===== src/rtl/irq_redir_pkg.sv =====
package irq_redir_pkg;
    parameter int N_IN      = 24;
    parameter int VEC_W     = 8;
    parameter int ADDR_W    = 5;
    parameter int MASK_BIT  = 16;
    parameter logic [7:0] VERSION = 8'h11;

    localparam int ENT_W          = $clog2(N_IN);
    localparam logic [7:0] ENT_BASE = 8'h10;
    localparam logic [7:0] ENT_END  = 8'(16 + 2 * N_IN);
    localparam logic [ADDR_W-1:0] SEL_OFF = ADDR_W'(0);
    localparam logic [ADDR_W-1:0] WIN_OFF = ADDR_W'(16);
    localparam logic [31:0] VER_WORD = {8'h00, 8'(N_IN - 1), 8'h00, VERSION};
endpackage


===== src/rtl/irq_redir_regs.sv =====
module irq_redir_regs
    import irq_redir_pkg::*;
(
    input  logic                   clk,
    input  logic                   rst_n,
    input  logic                   bus_wr,
    input  logic                   bus_rd,
    input  logic [ADDR_W-1:0]      bus_addr,
    input  logic [31:0]            bus_wdata,
    output logic [31:0]            bus_rdata,
    output logic [N_IN-1:0]        masks,
    output logic [N_IN*VEC_W-1:0]  vectors
);
    typedef struct packed {
        logic [7:0]             sel;
        logic [3:0]             id;
        logic [N_IN-1:0][31:0]  lo;
        logic [N_IN-1:0][31:0]  hi;
        logic [31:0]            rdata;
    } regs_t;

    regs_t s_d, s_q;
    logic  is_ent;
    logic [7:0] ent_off;
    logic [ENT_W-1:0] ent_num;
    logic [31:0] win_val;

    always_comb begin
        ent_off = s_q.sel - ENT_BASE;
        ent_num = ent_off[ENT_W:1];
        is_ent  = (s_q.sel >= ENT_BASE) && (s_q.sel < ENT_END);

        case (s_q.sel)
            8'h00:   win_val = {4'b0, s_q.id, 24'b0};
            8'h01:   win_val = VER_WORD;
            8'h02:   win_val = {4'b0, s_q.id, 24'b0};
            default: win_val = !is_ent ? 32'b0 :
                               (ent_off[0] ? s_q.hi[ent_num] : s_q.lo[ent_num]);
        endcase

        s_d = s_q;
        if (bus_wr) begin
            if (bus_addr == SEL_OFF) begin
                s_d.sel = bus_wdata[7:0];
            end else if (bus_addr == WIN_OFF) begin
                if (s_q.sel == 8'h00) begin
                    s_d.id = bus_wdata[27:24];
                end else if (is_ent) begin
                    if (ent_off[0]) s_d.hi[ent_num] = bus_wdata;
                    else            s_d.lo[ent_num] = bus_wdata;
                end
            end
        end
        if (bus_rd) begin
            if (bus_addr == SEL_OFF)      s_d.rdata = {24'b0, s_q.sel};
            else if (bus_addr == WIN_OFF) s_d.rdata = win_val;
            else                          s_d.rdata = 32'b0;
        end
    end

    always_ff @(posedge clk or negedge rst_n) begin
        if (!rst_n) begin
            s_q <= '0;
            for (int i = 0; i < N_IN; i++) s_q.lo[i][MASK_BIT] <= 1'b1;
        end else begin
            s_q <= s_d;
        end
    end

    assign bus_rdata = s_q.rdata;

    for (genvar g = 0; g < N_IN; g++) begin : g_out
        assign masks[g]                  = s_q.lo[g][MASK_BIT];
        assign vectors[g*VEC_W +: VEC_W] = s_q.lo[g][VEC_W-1:0];
    end

    // version reads are constant
    assert_version_ro_R4: assert property (@(posedge clk) disable iff (!rst_n)
        (bus_rd && bus_addr == WIN_OFF && s_q.sel == 8'h01) |=> (bus_rdata == VER_WORD));

    // offsets other than select and window read zero
    assert_unmapped_zero_R2: assert property (@(posedge clk) disable iff (!rst_n)
        (bus_rd && bus_addr != WIN_OFF && bus_addr != SEL_OFF) |=> (bus_rdata == 32'b0));

    // select readback has zero upper bits
    assert_sel_upper_zero_R1: assert property (@(posedge clk) disable iff (!rst_n)
        (bus_rd && bus_addr == SEL_OFF) |=> (bus_rdata[31:8] == 24'b0));
endmodule


===== src/rtl/irq_redir_deliver.sv =====
module irq_redir_deliver
    import irq_redir_pkg::*;
(
    input  logic                   clk,
    input  logic                   rst_n,
    input  logic [N_IN-1:0]        irq_in,
    input  logic [N_IN-1:0]        masks,
    input  logic [N_IN*VEC_W-1:0]  vectors,
    input  logic                   vec_ready,
    output logic                   vec_valid,
    output logic [VEC_W-1:0]       vec_out
);
    typedef struct packed {
        logic [N_IN-1:0]  prev;
        logic [N_IN-1:0]  pending;
        logic             valid;
        logic [VEC_W-1:0] vec;
    } dlv_t;

    dlv_t d_d, d_q;
    logic [N_IN-1:0]  rise, elig, clr;
    logic [ENT_W-1:0] pick;
    logic             found, slot_free;

    always_comb begin
        rise  = irq_in & ~d_q.prev & ~masks;
        elig  = d_q.pending & ~masks;
        pick  = '0;
        found = 1'b0;
        for (int i = N_IN - 1; i >= 0; i--) begin
            if (elig[i]) begin
                pick  = ENT_W'(i);
                found = 1'b1;
            end
        end
        slot_free = !d_q.valid || vec_ready;
        clr = '0;
        d_d = d_q;
        d_d.prev = irq_in;
        if (slot_free) begin
            d_d.valid = found;
            if (found) begin
                d_d.vec   = vectors[int'(pick)*VEC_W +: VEC_W];
                clr[pick] = 1'b1;
            end
        end
        d_d.pending = (d_q.pending & ~clr) | rise;
    end

    always_ff @(posedge clk or negedge rst_n) begin
        if (!rst_n) d_q <= '0;
        else        d_q <= d_d;
    end

    assign vec_valid = d_q.valid;
    assign vec_out   = d_q.vec;

    // offered vector holds while stalled
    assert_hold_stalled_R9: assert property (@(posedge clk) disable iff (!rst_n)
        (d_q.valid && !vec_ready) |=> (d_q.valid && $stable(d_q.vec)));

    // a masked, idle input never becomes pending
    assert_masked_no_pend_R8: assert property (@(posedge clk) disable iff (!rst_n)
        1'b1 |=> ((d_q.pending & $past(masks & ~d_q.pending)) == '0));

    // at most one pending bit retires per clock
    assert_one_retire_R10: assert property (@(posedge clk) disable iff (!rst_n)
        1'b1 |=> $onehot0($past(d_q.pending) & ~d_q.pending));
endmodule


===== src/rtl/irq_redir_ctrl.sv =====
module irq_redir_ctrl
    import irq_redir_pkg::*;
(
    input  logic              clk,
    input  logic              rst_n,
    input  logic              bus_wr,
    input  logic              bus_rd,
    input  logic [4:0]        bus_addr,
    input  logic [31:0]       bus_wdata,
    output logic [31:0]       bus_rdata,
    input  logic [23:0]       irq_in,
    output logic              vec_valid,
    input  logic              vec_ready,
    output logic [7:0]        vec_out,
    output logic [3:0]        vec_prio
);
    logic [N_IN-1:0]       masks;
    logic [N_IN*VEC_W-1:0] vectors;

    irq_redir_regs u_regs (
        .clk       (clk),
        .rst_n     (rst_n),
        .bus_wr    (bus_wr),
        .bus_rd    (bus_rd),
        .bus_addr  (bus_addr),
        .bus_wdata (bus_wdata),
        .bus_rdata (bus_rdata),
        .masks     (masks),
        .vectors   (vectors)
    );

    irq_redir_deliver u_dlv (
        .clk       (clk),
        .rst_n     (rst_n),
        .irq_in    (irq_in),
        .masks     (masks),
        .vectors   (vectors),
        .vec_ready (vec_ready),
        .vec_valid (vec_valid),
        .vec_out   (vec_out)
    );

    assign vec_prio = vec_out[VEC_W-1:VEC_W-4];
endmodule


===== config.mk =====
export PLATFORM = sky130hd
export DESIGN_NAME = irq_redir_ctrl
export DESIGN_NICKNAME = d
export VERILOG_FILES = /design/src/rtl/irq_redir_pkg.sv /design/src/rtl/irq_redir_regs.sv /design/src/rtl/irq_redir_deliver.sv /design/src/rtl/irq_redir_ctrl.sv
export SDC_FILE = /design/constraint.sdc
export NUM_CORES = 2
export LEC_CHECK = 0
export ABC_CLOCK_PERIOD_IN_PS = 6500
export CAP_MARGIN = 5
export CORE_MARGIN = 10
export CORE_UTILIZATION = 65
export DETAILED_ROUTE_END_ITERATION = 12
export PLACE_DENSITY = 0.8
export SLEW_MARGIN = 0
export SYNTH_ARGS = -nofsm -noshare
export SYNTH_HDL_FRONTEND = slang
export SYNTH_SLANG_ARGS = --single-unit

===== constraint.sdc =====
create_clock -name clk -period 6.5 [get_ports clk]
set_input_delay 0.975 -clock clk [delete_from_list [all_inputs] [get_ports clk]]
set_output_delay 0.975 -clock clk [all_outputs]
set_load 0.01 [all_outputs]

# Yosys cells after proc, flatten, opt, wreduce, memory -nomap -nowiden
# Index checks and enable logic that the tools add are counted.
[totals]
reg_bits = 1637
in_bits = 66
out_inout_bits = 45
[classes]
n_addsub = 1
order_cmp = 6
eq_ne = 3
shift = 1
mux = 65
n_bitwise = 11
reduce_logical = 13
[op_table]
columns = ["cell", "n"]
rows = [
  ["768-bit bitwise mux", 2],
  ["32-bit binary-select mux with 5-bit select", 2],
  ["32-bit two-way mux", 7],
  ["192-bit by 9-bit variable part select with 8-bit output", 1],
  ["32-bit demux with 5-bit select", 1],
  ["5-bit two-way mux", 24],
  ["24-bit bitwise AND", 4],
  ["24-bit inverter", 3],
  ["32-bit one-hot mux with 2 select lines", 1],
  ["24-bit two-way mux", 2],
  ["1-bit two-way mux", 25],
  ["24-bit bitwise OR", 1],
  ["5-bit by 6-bit < comparator with 1-bit output (second input constant)", 2],
  ["6-bit AND reduction", 2],
  ["5-bit by 1-bit >= comparator with 1-bit output (second input constant)", 2],
  ["8-bit by 1-bit equality test with 1-bit output (second input constant)", 1],
  ["8-bit by 2-bit equality test with 1-bit output (second input constant)", 1],
  ["8-bit by 5-bit >= comparator with 1-bit output (second input constant)", 1],
  ["8-bit zero test", 1],
  ["8-bit by 7-bit < comparator with 1-bit output (second input constant)", 1],
  ["6-bit by 5-bit subtractor with 6-bit output (second input constant)", 1],
  ["1-bit demux with 5-bit select", 1],
  ["5-bit equality test (second input constant)", 1],
  ["5-bit zero test", 1],
  ["other kinds (7)", 12],
]

# Longest topological paths before layout
[logic_depth]
word_depth = 35
mapped_depth = 12
ltp_nobuf = 9

# By module
# Synthesis repeated with hierarchy kept, for this count alone.
[unflattened]
hier_cells = 5279
area_unflattened_um2 = 77829.6
[modules_own_cells]
columns = ["mod", "n_inst", "cells_each", "area_each_um2", "seq_area_each_um2"]
rows = [
  ["irq_redir_regs", 1, 4784, 73549.3, 39567.9],
  ["irq_redir_deliver", 1, 491, 4250.3, 1426.4],
  ["irq_redir_ctrl", 1, 4, 30.0, 0.0],
]

# Worst setup path before layout
# No wires, ideal clock.
[synth_timing]
kind = "input port to flip-flop"
startpoint = "input bus_addr[1]"
endpoint = "register u_regs.s_q[1384] (netlist name)"
arrival_ns = 2.955
required_time_ns = 6.375
slack_ns = 3.420
cell_stages = 8
n_path_buf = 1
path_cell_list = "nor4_1 and2_1 nand2_1 nor4b_2 nand2_1 nor2_1 buf_2 mux2_2"
[synth_via]
elab_chain_len = 3
[synth_rtl]
columns = ["item", "line", "text"]
rows = [
  ["start, declared", "irq_redir_ctrl.sv:8", "input logic [4:0] bus_addr,"],
  ["5-bit zero test", "irq_redir_regs.sv:43", "if (bus_addr == SEL_OFF) begin"],
  ["1-bit inverter (no line)", "n/a", ""],
  ["6-bit AND reduction (no line) *", "n/a", ""],
  ["end signal, assigned", "irq_redir_regs.sv:63", "s_q <= '0;"],
  ["end signal, assigned", "irq_redir_regs.sv:66", "s_q <= s_d;"],
  ["end, declared", "irq_redir_regs.sv:22", "regs_t s_d, s_q;"],
]
# Every way passes the cells marked *; elsewhere a longest branch is shown, timed or not.
# A chain may end at the register's enable or synchronous reset.

# Final worst setup path
[layout_timing]
startpoint = "input bus_addr[1]"
endpoint = "register u_regs.s_q[397] (netlist name)"
# The elaborated chain is that of the path after synthesis.

==> flow_summary.toml <==
[run_status]
status = "completed"

[global_routing]
grt-ovfl-total = 0
track_usage = 0.308
grt_pass1_vias = 47000
grt_pass1_wl_mm = 306
grt_start_max_net_pins = 191
antenna_found_initial = 3

[clock_tree]
cts-buffers-inserted = 166
post_cts_resized = 0
clock_latency_ns = 0.82
root_buffer = "clkbuf_16"
post_cts_buffers = 0
clk_path_buf_depth = 3
clk_pin_slew_ns = 0.06
clock_sinks = 1637
cts_tree = "built"
postCtsHoldBufs = 0
htreeDepth = 4

[timing]
skew_ns = 0.0362
rsz0062_at_grt = "no"
setup_total_negative_slack_ns = 0
fin_crit_sh = 0.655
finalWorstSetupSlack_ns = 2.24
slew_headroom = 0.170
slew_violations = 0
setup_viol = 0
max_freq_mhz = 235
hold_viol_final = 0
fin_crit_ns = 4.26
tightest_slew_ns = 1.24

[logic_synthesis]
synth_area_um2 = 76200
synth_nets = 5002
async_flop_share = 1.00
seq_area_frac_synth = 0.538
yosys.cell_types.count = 80
syn_inst = 4931
ys.warnings.count = 0
ys_ff_latch = 1637
synth_ff_type = "dfrtp_1"
synth.avg_cell_area_um2 = 15.5
synth-edff-count = 0

[detailed_routing]
dr.pass1.iters = 6
vias = 44900
drt-initial-drc-count = 4642
routed_wl_mm = 200
route.detailed.drc = 0
final_antenna_net_count = 0
drt-wirelength-per-cell_um = 30.8
avgViaCountPerCell = 6.92

[die]
dieHeight_um = 362
dieArea_um2 = 131000
num_io_pins = 111
die_w_um = 362
core_area_um2 = 116000
rows = 125
initial_core_util = 0.655

[critical_path]
critPathSlowestCell = "nor2_4"
start_kind = "input port"
critPathTopFamily = "simple AND/OR/NAND/NOR gates"
path_cells = "clkdlybuf4s50_1 > nor4_1 > buf_4 > and2_1 > nand2_1 > and4bb_2 > nand3_1 > nor2_4 > buf_4 > mux2_2"
critPathArrivalTime_ns = 4.94
path_class = "in -> reg"
crit_top_cell = "buf_4"
critPathBufInv = 3
critical_path.max_stage_delay_ns = 0.77
worstPathMaxFanout = 13
end_kind = "flop"
worstPathRequired_ns = 7.18

[place]
gp_congestion = 0.872
dp_slack_ns = 1.53
hpwl_mm = 121
port_buffers = 110

[pwr]
p_leak_nw = 39.1
powerDensity_nw_per_um2 = 267
peakVddDrop_v = 0.000300
total_power_mw = 22.5

[cells_and_area]
num-nets-final = 4901
final_layout_size_suffix_gt1_frac = 0.506
regArea_um2 = 41000
nFillCells = 7206
synthToLayoutAreaGrowth_pct = 10.5
final_cell_mix = "1,608 x dfrtp_1, 1,562 x mux2_2, 455 x mux4_2"
multi_input_area_um2 = 33000
final_common_cell = "dfrtp_1"

[job]
maxCapViolCount = 0

[worst_hold_path]
min_path_type = "in -> async"
-- stage by stage --
stage                     utilization  area, um^2  cells  hold WS (ns)
final                           0.724       84200   6488         0.192
after CTS                       0.724       84200   6487         0.204
after global placement          0.677       78800   6186         0.462
after global routing            0.724       84200   6487         0.239
after detailed placement        0.677       78800   6186         0.472
after floorplan                     -       76200   4931         0.444
-- Yosys cell counts, types with 6 or more instances --
master / number / area (um^2)
a221oi_1: 13 / 114
buf_4: 86 / 646
o22ai_1: 9 / 56.3
o221ai_1: 11 / 96.3
buf_1: 25 / 93.8
nand2b_1: 43 / 269
mux2_1: 22 / 248
mux2_2: 1562 / 17600
mux2i_1: 74 / 741
o21ai_0: 73 / 365
o211ai_1: 8 / 60.1
dfrtp_1: 1613 / 40400
dfstp_2: 24 / 631
clkbuf_1: 202 / 758
a22oi_1: 36 / 270
a221o_1: 6 / 60.1
nor2b_1: 20 / 125
inv_1: 12 / 45.0
nor2_1: 108 / 405
buf_2: 189 / 946
o21ai_1: 12 / 60.1
mux4_2: 455 / 10200
nand2_1: 97 / 364
nand3_1: 44 / 220
o2bb2ai_1: 16 / 140
o21bai_1: 7 / 52.6
a21oi_1: 64 / 320
buf_6: 10 / 113
-- cell type report --
type,instances,area share
diodes,1,0.0000297
clock buffers,249,0.0580
clock inverters,52,0.00636
inverters,13,0.000579
multi-input cells,2769,0.392
flip-flops and latches,1637,0.487
well taps,1524,0.0226
repair buffers,243,0.0335
-- cells by family after synthesis --
logic type,share of synthesized area
flops,0.538
mux,0.378
compound gates,0.0268
fa+ha+maj,0.000821
simple gates,0.0223
buf+inv,0.0342
-- final timing paths --
| path | slack (ns) | start | depth (start not counted) | to |
|---|---|---|---|---|
| setup reg to reg | 2.45 | u_regs.masks[16]$_DFFE_PN1P_ | 9 | u_dlv.vec_out[7]$_DFFE_PN0P_ |
| setup / recovery | 2.24 | bus_addr[1] | 10 | u_regs.s_q[397]$_DFFE_PN0P_ |
| max in group asynchronous | 4.66 | rst_n | 2 | u_regs.s_q[54]$_DFFE_PN0P_ |
| hold reg to reg | 0.48 | u_regs.s_q[918]$_DFFE_PN0P_ | 1 | u_regs.s_q[918]$_DFFE_PN0P_ |
| hold / removal | 0.19 | rst_n | 1 | u_regs.vectors[143]$_DFFE_PN0P_ |
| min in group clk | 0.48 | u_regs.s_q[918]$_DFFE_PN0P_ | 1 | u_regs.s_q[918]$_DFFE_PN0P_ |
-- metal layers --
metal | GRT usage | wire (um) | vias up
li1 | - | - | 18100
met1 | 0.435 | 83000 | 24500
met2 | 0.478 | 94800 | 1901
met3 | 0.0531 | 14300 | 400
met4 | 0.127 | 7720 | 2
met5 | 0 | 13 | -
-- registers in the layout (all words and copies together), names as in the netlist --
register	count
u_regs.bus_rdata	32
u_regs.s_q	1332
u_dlv.d_q	48
u_regs.vectors	192
u_dlv.vec_out	8
u_dlv.vec_valid	1
u_regs.masks	24
-- power by group --
group | internal (mW) | switching [mW] | total, mW
Sequential | 10.3 | 0.142 | 10.4
Combinational | 0.828 | 1.72 | 2.55
Clock | 5.51 | 4.04 | 9.55
(Power assumes the default switching activity.)
